$ cat src/rtl/tns_pkg.sv
`timescale 1ns/1ps
package tns_pkg;
  typedef enum logic [2:0] {
    DIR_N  = 3'd0,
    DIR_NE = 3'd1,
    DIR_E  = 3'd2,
    DIR_SE = 3'd3,
    DIR_S  = 3'd4,
    DIR_SW = 3'd5,
    DIR_W  = 3'd6,
    DIR_NW = 3'd7
  } dir_e;

  // DEC: take from the lower row/column index; INC: from the higher one
  typedef enum logic [1:0] {
    STEP_NONE = 2'd0,
    STEP_DEC  = 2'd1,
    STEP_INC  = 2'd2
  } step_e;

  typedef struct packed {
    step_e row;
    step_e col;
  } move_t;
endpackage

$ cat src/rtl/tns_dir_decode.sv
`timescale 1ns/1ps
module tns_dir_decode
  import tns_pkg::*;
(
  input  logic [2:0] dir_i,
  output move_t      move_o
);
  always_comb begin
    move_o = '{row: STEP_NONE, col: STEP_NONE};
    unique case (dir_e'(dir_i))
      DIR_N:  move_o = '{row: STEP_DEC,  col: STEP_NONE};
      DIR_NE: move_o = '{row: STEP_DEC,  col: STEP_INC};
      DIR_E:  move_o = '{row: STEP_NONE, col: STEP_INC};
      DIR_SE: move_o = '{row: STEP_INC,  col: STEP_INC};
      DIR_S:  move_o = '{row: STEP_INC,  col: STEP_NONE};
      DIR_SW: move_o = '{row: STEP_INC,  col: STEP_DEC};
      DIR_W:  move_o = '{row: STEP_NONE, col: STEP_DEC};
      DIR_NW: move_o = '{row: STEP_DEC,  col: STEP_DEC};
      default: move_o = '{row: STEP_NONE, col: STEP_NONE};
    endcase
  end
endmodule

$ cat src/rtl/tns_row_shift.sv
`timescale 1ns/1ps
module tns_row_shift
  import tns_pkg::*;
#(
  parameter int SIDE = 4,
  localparam int CELLS = SIDE * SIDE
) (
  input  step_e              step_i,
  input  logic [CELLS-1:0]   bits_i,
  output logic [CELLS-1:0]   bits_o
);
  for (genvar r = 0; r < SIDE; r++) begin : g_row
    for (genvar c = 0; c < SIDE; c++) begin : g_col
      localparam int SELF = r * SIDE + c;
      localparam int UP   = ((r + SIDE - 1) % SIDE) * SIDE + c;
      localparam int DOWN = ((r + 1) % SIDE) * SIDE + c;
      assign bits_o[SELF] = (step_i == STEP_DEC) ? bits_i[UP]   :
                            (step_i == STEP_INC) ? bits_i[DOWN] :
                                                   bits_i[SELF];
    end
  end
endmodule

$ cat src/rtl/tns_col_shift.sv
`timescale 1ns/1ps
module tns_col_shift
  import tns_pkg::*;
#(
  parameter int SIDE = 4,
  localparam int CELLS = SIDE * SIDE
) (
  input  step_e              step_i,
  input  logic [CELLS-1:0]   bits_i,
  output logic [CELLS-1:0]   bits_o
);
  for (genvar r = 0; r < SIDE; r++) begin : g_row
    for (genvar c = 0; c < SIDE; c++) begin : g_col
      localparam int SELF  = r * SIDE + c;
      localparam int LEFT  = r * SIDE + (c + SIDE - 1) % SIDE;
      localparam int RIGHT = r * SIDE + (c + 1) % SIDE;
      assign bits_o[SELF] = (step_i == STEP_DEC) ? bits_i[LEFT]  :
                            (step_i == STEP_INC) ? bits_i[RIGHT] :
                                                   bits_i[SELF];
    end
  end
endmodule

$ cat src/rtl/tns_torus_shift.sv
`timescale 1ns/1ps
module tns_torus_shift
  import tns_pkg::*;
#(
  parameter int SIDE = 4,
  localparam int CELLS = SIDE * SIDE
) (
  input  logic             clk_i,
  input  logic             rst_ni,
  input  logic [2:0]       dir_i,
  input  logic [CELLS-1:0] bits_i,
  output logic [CELLS-1:0] bits_o
);
  move_t            move;
  logic [CELLS-1:0] row_moved;
  logic [CELLS-1:0] col_moved;

  tns_dir_decode u_dec (
    .dir_i  (dir_i),
    .move_o (move)
  );

  // vertical step first, then horizontal: diagonals fall out of the pair
  tns_row_shift #(.SIDE(SIDE)) u_rows (
    .step_i (move.row),
    .bits_i (bits_i),
    .bits_o (row_moved)
  );

  tns_col_shift #(.SIDE(SIDE)) u_cols (
    .step_i (move.col),
    .bits_i (row_moved),
    .bits_o (col_moved)
  );

  always_ff @(posedge clk_i or negedge rst_ni) begin
    if (!rst_ni) bits_o <= '0;
    else         bits_o <= col_moved;
  end
endmodule

$ cat config.mk
export PLATFORM = sky130hd
export DESIGN_NAME = tns_torus_shift
export DESIGN_NICKNAME = d
export VERILOG_FILES = /design/src/rtl/tns_pkg.sv /design/src/rtl/tns_dir_decode.sv /design/src/rtl/tns_row_shift.sv /design/src/rtl/tns_col_shift.sv /design/src/rtl/tns_torus_shift.sv
export SDC_FILE = /design/constraint.sdc
export NUM_CORES = 1
export LEC_CHECK = 0
export BUFFER_PORTS_ARGS = -buffer_cell sky130_fd_sc_hd__buf_4
export CAP_MARGIN = 30
export CORE_MARGIN = 10
export CORE_UTILIZATION = 54
export DETAILED_ROUTE_END_ITERATION = 10
export PLACE_DENSITY_LB_ADDON = 0.12
export SYNTH_ARGS = -nofsm -noshare
export SYNTH_HDL_FRONTEND = slang
export SYNTH_SLANG_ARGS = --single-unit
$ cat constraint.sdc
create_clock -name clk_i -period 1.1 [get_ports clk_i]
set_input_delay 0.22 -clock clk_i [delete_from_list [all_inputs] [get_ports clk_i]]
set_output_delay 0.22 -clock clk_i [all_outputs]
set_load 0.1 [all_outputs]
=== Word level (Yosys, flattened, before mapping) ===
Memory sizes are Yosys's and may differ from the RTL's.
Cells that the tools add are included.

* Add/sub/neg operators: 0
* Multipliers: 0
* Div/mod/pow operators: 0
* $lt $le $gt $ge: 0
* Equality and inequality tests: 4
* Shift-type cells: 0
* Muxes and demuxes: 64
* Bitwise operators: 0
* Reduce and logical (&&, ||, !) cells: 0

{| class="wikitable"
|+ Operators by type and width
! cell !! number
|-
| two-way mux 1 bit || 64
|-
| equality test 2 x 1 -> 1 bit (second input constant) || 2
|-
| equality test 2 bit (second input constant) || 2
|}

* Register bits after elaboration: 16
* Latch bits: 0
* Bits in writable memories: 0
* ROM bits: 32
* Bits of input ports: 21
* Output and inout bits: 16
* Logic and storage cells: 70
* Memories: 1

{| class="wikitable"
|+ Memories
! memory !! words !! width !! rd ports !! clocked after memory_dff !! wr ports !! line !! text
|-
| (no name shown) || 8 || 4 || 1 || 0 || 0 || tns_dir_decode.sv:10 || <nowiki>unique case (dir_e'(dir_i))</nowiki>
|}

=== Depth between registers and ports, before layout ===
Gate-level depths: netlist of run 1.
An unclocked memory read counts as a cell.

* Depth after elaboration: 6
* Gate-level depth with buffers: 7
* Mapped depth without buffers: 4

=== By module ===
From an unflattened synthesis of run 1, not the netlist that was laid out.

* Cell total of the unflattened synthesis: 95
* Area, all modules: 1171.1 sq um

{| class="wikitable"
|+ Modules (own cells, without submodules)
! module !! times used !! cells an instance !! area an instance (sq um) !! seq. area each (sq um)
|-
| tns_torus_shift || 1 || 16 || 400.4 || 400.4
|-
| tns_col_shift || 1 || 36 || 366.6 || 0.0
|-
| tns_row_shift || 1 || 36 || 366.6 || 0.0
|-
| tns_dir_decode || 1 || 7 || 37.5 || 0.0
|}

=== Worst setup path before layout of run 1 ===
OpenSTA, ideal clock, no wires.

* Path type: input-to-reg
* Start point: in dir_i[1]
* End point: reg bits_o[0]
* Library setup time: 0.122 ns
* Arrival time: 1.059 ns
* Data required time: 0.978 ns
* Path slack: -0.081 ns
* Stages on the path: 6
* Path buffers: 2
* Cells stage by stage: buf_4 > buf_6 > or2_4 > nor2_1 > nor2_1 > a32o_1

* Word-level cells in the longest chain between the ends: 6
* Elaborated cells on any way between the ends: 13
* Those cells by class: eq/ne: 4; mux: 8; memory: 1

{| class="wikitable"
|+ RTL lines
! item !! line !! text
|-
| start: declaration || tns_torus_shift.sv:10 || <nowiki>input logic [2:0] dir_i,</nowiki>
|-
| memory read (8 x 4 bit) * || -- ||
|-
| equality test 2 bit || tns_row_shift.sv:18 || <nowiki>(step_i == STEP_INC) ? bits_i[DOWN] :</nowiki>
|-
| two-way mux 1 bit || tns_row_shift.sv:18 ||
|-
| two-way mux 1 bit || tns_row_shift.sv:17 || <nowiki>assign bits_o[SELF] = (step_i == STEP_DEC) ? bits_i[UP] :</nowiki>
|-
| two-way mux 1 bit || tns_col_shift.sv:18 || <nowiki>(step_i == STEP_INC) ? bits_i[RIGHT] :</nowiki>
|-
| two-way mux 1 bit * || tns_col_shift.sv:17 || <nowiki>assign bits_o[SELF] = (step_i == STEP_DEC) ? bits_i[LEFT] :</nowiki>
|-
| named net col_moved[0] || tns_torus_shift.sv:16 || <nowiki>logic [CELLS-1:0] col_moved;</nowiki>
|-
| end signal: assignment || tns_torus_shift.sv:38 || <nowiki>else bits_o <= col_moved;</nowiki>
|-
| end: declaration || tns_torus_shift.sv:12 || <nowiki>output logic [CELLS-1:0] bits_o</nowiki>
|}

Mark *: on every way through the listed nets, which the timed path passes. The rest lies on a longest branch.

=== Worst setup path in the final report of run 1 ===
* Start point: in dir_i[2]
* End point: reg bits_o[6]

The elaborated chain is that of the path after synthesis.

==> run summary, run 1 <==
status = finished, violations left
failing checks = negative setup slack
part of the power in registers = 28.8%
share of flip-flops with an asynchronous set or reset = 100%
critical path data arrival time = 1330 ps
Post-Syn Instances = 180
min Tclk post-route = 1150 ps
Post-CTS Setup Inserts = 0
clock root buffer = clkbuf_4
synth cell count leaders = 25 x a21oi_1, 17 x nand2_1, 16 x dfrtp_1
Buf+Inv Stages, Crit Path = 2
die height = 71.1 µm
core box area = 2480 µm²
antenna fix cells = 0
CTS sink cnt = 16
worst rel slew slack = 78.1%
first-pass GRT wire length = 7.91 mm
clk slew on worst S/H paths = 100 ps
largest registers = bits_o (16)
max reg flops = 16
class of the worst hold path = input port to flip-flop
CP peak stage delay = 240 ps
Vias = 1,706
Min-Delay Startpoint = bits_i[1]
CTS tree = yes
RSZ-0062 raised after global routing = yes
slack of the critical path = -48.7 ps
final core occ = 81.5%
Clock power frac = 15.9%
crit path kind = input port to flip-flop
Final ANT Viol Nets = 0
Comb pwr share = 55.3%
endpoints failing hold = 0
vias in the first global route = 1,633
post-synth top area cell = dfrtp_1
most flop-heavy register = bits_o
Power, Total = 0.00250 W
final-report max-slew violation count = 0
clk buf depth = 2
critical path depth = 6
layout cell share with drive strength beyond 1 = 38.2%
CP delay by family, top = compound AO/OA/AOI/OAI gates
Primary FF master, synth = dfrtp_1
worst slack, placed = -285 ps
gpl congestion = 0.958
f_max = 871 MHz
Synth top area share = 28.3%
Initial Util = 57.0%
drt first pass iters = 5
die width = 71.1 µm
Layout area overhead = 43.0%
worst-path cell chain = buf_4 -> buf_4 -> nor2_1 -> a21oi_1 -> a211oi_1 -> a211oi_1
H-tree lvl count = 1
WHS Path Cells = 3
LEAKAGE = 0.866 nW
largest cells by area after synthesis = dfrtp_1 28%, a21oi_1 8.9%, nand2b_1 5.3%
Worst Tran Pin Value = 327 ps
drt wl/cell = 20.4 µm
Max Cap Viol = 0
period utilisation layout = 104%
largest net degree at the start of global routing = 31
warnings from Yosys = 0
final net count = 250
CP Max Fanout = 17
sequential area share after synthesis = 28.3%
endpoint of the worst hold path = bits_o[5]
Cell Area, Synth = 1410 µm²
Crit path required time = 1290 ps
Congestion Overflow GR = 0
GR Util All Layers = 18.7%
Initial DRC Count = 214
switch share = 46.1%
Seq cells post-synth = 16
Slowest cell on crit path = buf_4
Syn Area/Cell = 7.85 µm²
final setup fails = 17
leading cell type by number of instances after synthesis = a21oi_1
Avg Vias per Cell = 6.61
crit path launch type = input port
DRT Wirelength = 5.26 mm
Mapped Nets = 201
TritonCTS Buffers = 3
net switching power = 0.00115 W
Post-synth EDFFs = 0
DRC = 0
VDD IR max = 1450 µV
Netlist cell types = 36
initial antenna violation count = 0
HPWL Detailed = 3.63 mm
setup tns final = -221 ps
I/O pin count = 37
PwrDens = 1240 nW/µm²
Port Buffer Count = 36
P_int = 0.00135 W
CP endpoint kind = flip-flop
# rows = 18
die area = 5060 µm²
## area by class of cell
type                       count  area [µm²]
multi-input combinational    142         883
timing repair buffer          61         624
fill                         161         458
sequential                    16         419
tap                           30        37.5
clock buffer                   4        36.3
inverter                       5        18.8
## per-stage QoR
step	instances	hold WS [ps]	cell area [µm²]
floorplan	180	-75.6	1450
finish	258	277	2020
CTS	258	272	1940
detailed placement	253	84.1	1830
global route	258	291	2020
global placement	253	78.2	1830
## power by group through the flow
stage | clock, W | combinational [W] | sequential [W]
CTS | 0.000394 | 0.00129 | 0.000705
detailed placement | 0 | 0.00123 | 0.000702
global placement | 0 | 0.00121 | 0.000698
finish | 0.000399 | 0.00138 | 0.000721
floorplan | 0 | 0.000353 | 0.00123
global route | 0.000435 | 0.00144 | 0.000726
## worst max-delay path by stage
stage                     startpoint    endpoint  slack, ps
after floorplan             dir_i[1]   bits_o[0]        -30
final                       dir_i[2]   bits_o[6]        -50
after CTS                  bits_o[3]   bits_o[3]        -20
after global placement      dir_i[0]   bits_o[5]       -290
after global routing      bits_o[11]  bits_o[11]        -50
after detailed placement    dir_i[0]   bits_o[5]       -290
## cells in the final DEF, fill, tap and decap left out, types with 2 or more instances in the layout
master    synthesis  routed
buf_4             5      40
a21oi_1          25      25
nand2_1          17      17
dfrtp_2           0      15
nor2_1           14      14
nand2b_1         12      12
o21ai_0          10      10
a211oi_1          8       8
buf_12            0       8
mux2i_1           7       7
buf_6             2       7
nor3_1            6       6
a31oi_1           6       6
nand3_1           6       6
buf_8             0       5
inv_1             4       4
a311oi_1          4       4
clkbuf_4          0       3
nor2b_1           2       2
a221oi_1          2       2
a21boi_0          3       2
o211ai_1          2       2
o22ai_1           2       2
mux2_2            2       2
mux4_2            2       2
## what timing repair did
action / 4_1_cts / 5_1_grt
gates resized for setup: 17 / 19
pin swaps: 0 / 0
hold buffers: 1 / 0
endpoints found under the setup margin: 16 / 22
hold endpoints to repair: 16 / 0
gates cloned: 0 / 0
## cells by family (layout without fill, tap and decap cells)
group,Yosys count,count (layout),synth area share [%]
DFF,16,16,28.3
xor gates and xnor gates,1,1,1.15
buffers and inverters,22,70,9.12
AOI/OAI and AO/OA,70,70,31.4
muxes,11,11,9.74
and+or+nand+nor,60,60,20.2
## layer usage
metal / vias to the layer above / GRT usage, % / routed length [µm]
met2: 139 / 31.3 / 2650
met3: 23 / 3.77 / 499
li1: 756 / - / -
met1: 788 / 23.1 / 1930
met4: 0 / 6.24 / 184
met5: - / 0 / 0
No activity file was read; power rests on OpenSTA's default activity.
==> run 2, diff against run 1 <==
--- a/config.mk
+++ b/config.mk
@@ -8,9 +8,10 @@
 export BUFFER_PORTS_ARGS = -buffer_cell sky130_fd_sc_hd__buf_4
 export CAP_MARGIN = 30
 export CORE_MARGIN = 10
-export CORE_UTILIZATION = 54
+export CORE_UTILIZATION = 57
 export DETAILED_ROUTE_END_ITERATION = 10
 export PLACE_DENSITY_LB_ADDON = 0.12
+export RECOVER_POWER = 25
 export SYNTH_ARGS = -nofsm -noshare
 export SYNTH_HDL_FRONTEND = slang
 export SYNTH_SLANG_ARGS = --single-unit
==> run summary, run 2 (synthesized netlist as in run 1, its figures left out) <==
most flop-heavy register = bits_o
clk buf depth = 2 (unchanged)
Initial DRC Count = 429 (+100%)
TritonCTS Buffers = 3 (unchanged)
slack of the critical path = -74.1 ps (-25.4 ps)
Avg Vias per Cell = 7.22 (+9.2%)
H-tree lvl count = 1 (unchanged)
CP delay by family, top = flip-flops
CTS sink cnt = 16 (unchanged)
most frequent cells in the layout = 43 x buf_4, 24 x a21oi_1, 17 x nand2_1
crit path launch type = flip-flop
drt wl/cell = 23.8 µm (+17%)
RSZ-0062 raised after global routing = yes
Port Buffer Count = 36 (unchanged)
Slowest cell on crit path = dfrtp_2
gpl congestion = 0.998 (+4.2%)
Buf+Inv Stages, Crit Path = 1 (-1)
endpoints failing hold = 0 (unchanged)
final net count = 252 (+0.80%)
LEAKAGE = 0.872 nW (+0.69%)
final instance area = 2040 µm² (+1.1%)
VDD IR max = 1260 µV (-13%)
crit path kind = flip-flop to primary output
final-report max-slew violation count = 0 (unchanged)
CP endpoint kind = primary output
Vias = 1,863 (+9.2%)
Congestion Overflow GR = 0 (unchanged)
critical path data arrival time = 950 ps (-380 ps)
Layout area overhead = 44.5%
period utilisation layout = 107% (+2.3 points)
CTS tree = yes
initial antenna violation count = 0 (unchanged)
worst-path cell chain = buf_6
Worst Tran Pin Value = 400 ps (+73.1 ps)
PwrDens = 1270 nW/µm² (+2.5%)
endpoint of the worst hold path = bits_o[1]
vias in the first global route = 1,666 (+2.0%)
I/O pin count = 37 (unchanged)
core box area = 2280 µm² (-8.1%)
Min-Delay Startpoint = bits_i[13]
drt first pass iters = 8 (+3)
commonest non-fill, non-tap cell in the layout = buf_4
# rows = 17 (-1)
max reg flops = 16 (unchanged)
clock root buffer = clkbuf_4
first-pass GRT wire length = 8.39 mm (+6.1%)
worst rel slew slack = 73.3% (-4.8 points)
status = finished, violations left
largest registers = bits_o (16)
CP Max Fanout = 1 (-16)
Post-CTS Setup Inserts = 0 (unchanged)
Max Cap Viol = 0 (unchanged)
Final ANT Viol Nets = 0 (unchanged)
worst slack, placed = -263 ps (+22.0 ps)
area post-placement = 1820 µm² (-0.68%)
WHS Path Cells = 3 (unchanged)
final setup fails = 17 (unchanged)
f_max = 852 MHz (-2.2%)
Crit path required time = 880 ps (-410 ps)
antenna fix cells = 0 (unchanged)
clk slew on worst S/H paths = 110 ps (about the same)
CP peak stage delay = 400 ps (+160 ps)
GR Util All Layers = 20.7% (+2.0 points)
DRT Wirelength = 6.13 mm (+17%)
die width = 69.8 µm (-1.9%)
layout cell share with drive strength beyond 1 = 39.6% (+1.4 points)
class of the worst hold path = input port to flip-flop
failing checks = negative setup slack
die height = 69.8 µm (-1.9%)
DRC = 0 (unchanged)
Hold Slack = 253 ps (-23.8 ps)
largest net degree at the start of global routing = 34 (+9.7%)
die area = 4870 µm² (-3.8%)
min Tclk post-route = 1170 ps (+25.4 ps)
Initial Util = 62.1% (+5.0 points)
HPWL Detailed = 3.79 mm (+4.4%)
-- run 2: cell count changes in the layout (fill, tap and decap cells not counted) --
cell / change
a21oi_1: -1
buf_6: -2
a21oi_2: +1
xnor2_2: -1
clkbuf_2: +1
xnor2_4: +1
clkinvlp_4: +1
clkinv_1: -1
buf_4: +3
-- run 2: report_power, final --
part	switching [W]	internal (W)
logic	0.000941	0.000493
registers	0.0000655	0.000671
clock network	0.000221	0.000203
total	0.00123	0.00137
-- run 2: cell type report --
| type | instances | area [µm²] |
|---|---|---|
| Fill cell | 91 | 235 |
| Sequential cell | 16 | 419 |
| Multi-Input combinational cell | 142 | 898 |
| Tap cell | 28 | 35.0 |
| Clock buffer | 4 | 36.3 |
| Inverter | 5 | 22.5 |
| Timing Repair Buffer | 63 | 629 |
-- run 2: what timing repair did --
item | 4_1_cts | 5_1_grt
hold buffers | 1 | 0
pin swaps | 0 | 0
endpoints found under the setup margin | 16 | 22
hold endpoints to repair | 16 | 0
resized for setup | 23 | 20
-- run 2: worst max path at each step --
stage	startpoint	to	slack (ps)	cells after the start
global route	bits_o[14]	bits_o[14]	-80	1
global placement	dir_i[0]	bits_o[13]	-190	5
finish	bits_o[9]	bits_o[9]	-70	1
detailed placement	dir_i[1]	bits_o[0]	-260	5
CTS	bits_o[5]	bits_o[5]	-40	1
floorplan	dir_i[1]	bits_o[0]	-30	6
-- run 2: routing by layer --
metal	vias to the layer above	global-route usage (%)	wire, µm
met5	-	0	0
met4	0	10.2	484
met3	73	6.56	806
met2	215	33.6	2810
met1	813	23.8	2040
li1	762	-	-
-- run 2: through the flow --
stage          std cells  total power (W)  utilization, %  TNS [ps]
2_1_floorplan        180          0.00158               -     -51.4
3_3_place_gp         253          0.00190            80.0     -2400
3_5_place_dp         253          0.00193            80.0     -3200
4_1_cts              258          0.00243            85.9      -303
5_1_grt              258          0.00267            89.7     -1080
6_report             258          0.00259            89.7      -637
-- run 2: worst min-delay path, delay by kind of cell --
| family | cells | cell delay [ps] |
|---|---|---|
| muxes | 1 | 60 |
| AOI/OAI and AO/OA | 1 | 130 |
| buffers and inverters | 1 | 120 |
==> run 3, diff against run 2 <==
--- a/config.mk
+++ b/config.mk
@@ -8,10 +8,11 @@
 export BUFFER_PORTS_ARGS = -buffer_cell sky130_fd_sc_hd__buf_4
 export CAP_MARGIN = 30
 export CORE_MARGIN = 10
-export CORE_UTILIZATION = 57
+export CORE_UTILIZATION = 54
 export DETAILED_ROUTE_END_ITERATION = 10
 export PLACE_DENSITY_LB_ADDON = 0.12
 export RECOVER_POWER = 25
 export SYNTH_ARGS = -nofsm -noshare
 export SYNTH_HDL_FRONTEND = slang
+export SYNTH_HIERARCHICAL = 1
 export SYNTH_SLANG_ARGS = --single-unit
==> run summary, run 3 <==
Worst Tran Pin Value = 344 ps (-56.4 ps)
largest registers = bits_o (16)
Crit path required time = 1260 ps (+380 ps)
Congestion Overflow GR = 0 (unchanged)
largest net degree at the start of global routing = 17 (-50%)
core box area = 2000 µm² (-12%)
VDD IR max = 1290 µV (+2.8%)
die area = 4430 µm² (-9.0%)
status = finished, violations left
Seq cells post-synth = 16 (unchanged)
period utilisation layout = 141% (+34 points)
Port Buffer Count = 36 (unchanged)
final setup fails = 20 (+3)
CP Max Fanout = 8 (+7)
Netlist cell types = 11 (-69%)
class of the worst hold path = input port to async pin
Synth top area share = 55.6% (+27 points)
setup tns final = -5480 ps (-4840 ps)
crit path launch type = input port
final instance area = 1800 µm² (-12%)
worst rel slew slack = 76.4% (+3.1 points)
leading cell type by number of instances after synthesis = mux2i_1
worst slack, placed = -585 ps (-322 ps)
GR Util All Layers = 11.0% (-9.7 points)
Max Cap Viol = 0 (unchanged)
largest cells by area after synthesis = mux2i_1 56%, dfrtp_1 34%, buf_12 3.4%
Initial Util = 58.5% (-3.6 points)
Sequential Area = 408 µm² (-2.7%)
area post-placement = 1500 µm² (-18%)
clk buf depth = 2 (unchanged)
drt first pass iters = 4 (-4)
Post-Syn Instances = 95 (-47%)
warnings from Yosys = 6 (+6)
post-synth top area cell = mux2i_1
min Tclk post-route = 1550 ps (+373 ps)
RSZ-0062 raised after global routing = yes
DRC = 0 (unchanged)
crit path kind = input port to flip-flop
Cell Area, Synth = 1170 µm² (-17%)
die height = 66.6 µm (-4.6%)
sequential area share after synthesis = 34.2% (+5.8 points)
drt wl/cell = 21.4 µm (-10%)
max reg flops = 16 (unchanged)
Post-synth EDFFs = 0 (unchanged)
gpl congestion = 0.832 (-17%)
final-report max-slew violation count = 0 (unchanged)
Layout area overhead = 54.1%
failing checks = negative setup slack
Mapped Nets = 116 (-42%)
endpoints failing hold = 0 (unchanged)
CP endpoint kind = flip-flop
vias in the first global route = 927 (-44%)
fill count = 81 (-11%)
most flop-heavy register = bits_o
share of flip-flops with an asynchronous set or reset = 100% (unchanged)
synth cell count leaders = 65 x mux2i_1, 16 x dfrtp_1, 3 x buf_4
die width = 66.6 µm (-4.6%)
layout cell share with drive strength beyond 1 = 54.4% (+15 points)
HPWL Detailed = 2.05 mm (-46%)
PwrDens = 1620 nW/µm² (+28%)
LEAKAGE = 0.788 nW (-9.7%)
first-pass GRT wire length = 4.00 mm (-52%)
Initial DRC Count = 32 (-93%)
H-tree lvl count = 1 (unchanged)
# rows = 16 (-1)
CTS sink cnt = 16 (unchanged)
slack of the critical path = -447 ps (-373 ps)
DRT Wirelength = 3.48 mm (-43%)
area of the multi-input gates = 840 µm² (-6.5%)
final net count = 158 (-37%)
TritonCTS Buffers = 3 (unchanged)
initial antenna violation count = 0 (unchanged)
most frequent cells in the layout = 45 x mux2i_1, 19 x buf_4, 15 x buf_6
f_max = 647 MHz (-24%)
Primary FF master, synth = dfrtp_1
CTS tree = yes
Vias = 947 (-49%)
critical path data arrival time = 1700 ps (+750 ps)
Final ANT Viol Nets = 0 (unchanged)
Syn Area/Cell = 12.3 µm² (+57%)
Avg Vias per Cell = 5.81 (-20%)
final core occ = 90.1% (+0.46 points)
antenna fix cells = 0 (unchanged)
clk slew on worst S/H paths = 90 ps (-20 ps)
clock root buffer = clkbuf_4
commonest non-fill, non-tap cell in the layout = mux2i_1
I/O pin count = 37 (unchanged)
-- run 3: cell types whose count changed in the layout (fill, tap and decap cells not counted), moves of 11 or more --
cell      before  now
a21oi_1       24    0
buf_4         43   19
mux2i_1        7   45
mux2i_2        0   11
nand2_1       17    0
nand2b_1      12    0
nor2_1        14    2
-- run 3: per-stage QoR --
step / total power, W / instances / hold slack (ps)
floorplan: 0.00197 / 95 / -75.6
global placement: 0.00231 / 157 / 74.8
detailed placement: 0.00233 / 157 / 77.1
CTS: 0.00279 / 163 / 324
global route: 0.00303 / 163 / 411
finish: 0.00292 / 163 / 368
-- run 3: how the worst max path moves through the flow --
stage,start,end,slack [ps]
6_report,dir_i[2],bits_o[12],-450
5_1_grt,dir_i[2],bits_o[12],-450
4_1_cts,dir_i[2],bits_o[5],-260
3_5_place_dp,dir_i[1],bits_o[5],-590
3_3_place_gp,dir_i[1],bits_o[14],-530
2_1_floorplan,dir_i[2],bits_o[0],-290
-- run 3: routing by layer --
layer / vias up / global-route usage, % / part of all wire [%]
li1: 430 / - / -
met1: 460 / 11.5 / 40
met2: 47 / 20.7 / 50
met3: 10 / 2.51 / 7.8
met4: 0 / 3.93 / 2.7
met5: - / 0 / 0
-- run 3: power breakdown --
group / switching (W) / leakage, nW / internal (W)
registers: 0.0000577 / 0.180 / 0.000706
logic: 0.00126 / 0.592 / 0.000589
clock network: 0.000167 / 0.0150 / 0.000141
-- run 3: kinds of logic after synthesis --
logic type / after synthesis / synth area share (%)
mux: 65 / 55.6
simple gates: 5 / 1.92
flops: 16 / 34.2
buf+inv: 8 / 7.91
compound gates: 1 / 0.427
-- run 3: layout make-up --
cell class                 count  share of cell area [%]
clock buffer                   4                    1.46
multi-input combinational     71                    46.5
sequential                    16                    22.6
tap                           27                    1.87
timing repair buffer          45                    27.5
-- run 3: timing repair --
item	in CTS	in global routing
endpoints found under the setup margin	32	23
gates cloned	1	0
hold buffers	1	0
buffers inserted	0	0
endpoints found under the hold margin	16	0
resized for setup	37	19
-- run 3: critical path, cell delays in order --
cell,delay (ps)
buf_8,80
mux2i_4,290
clkbuf_16,240
mux2i_2,240
mux2i_1,160
mux2i_1,320
mux2i_1,140
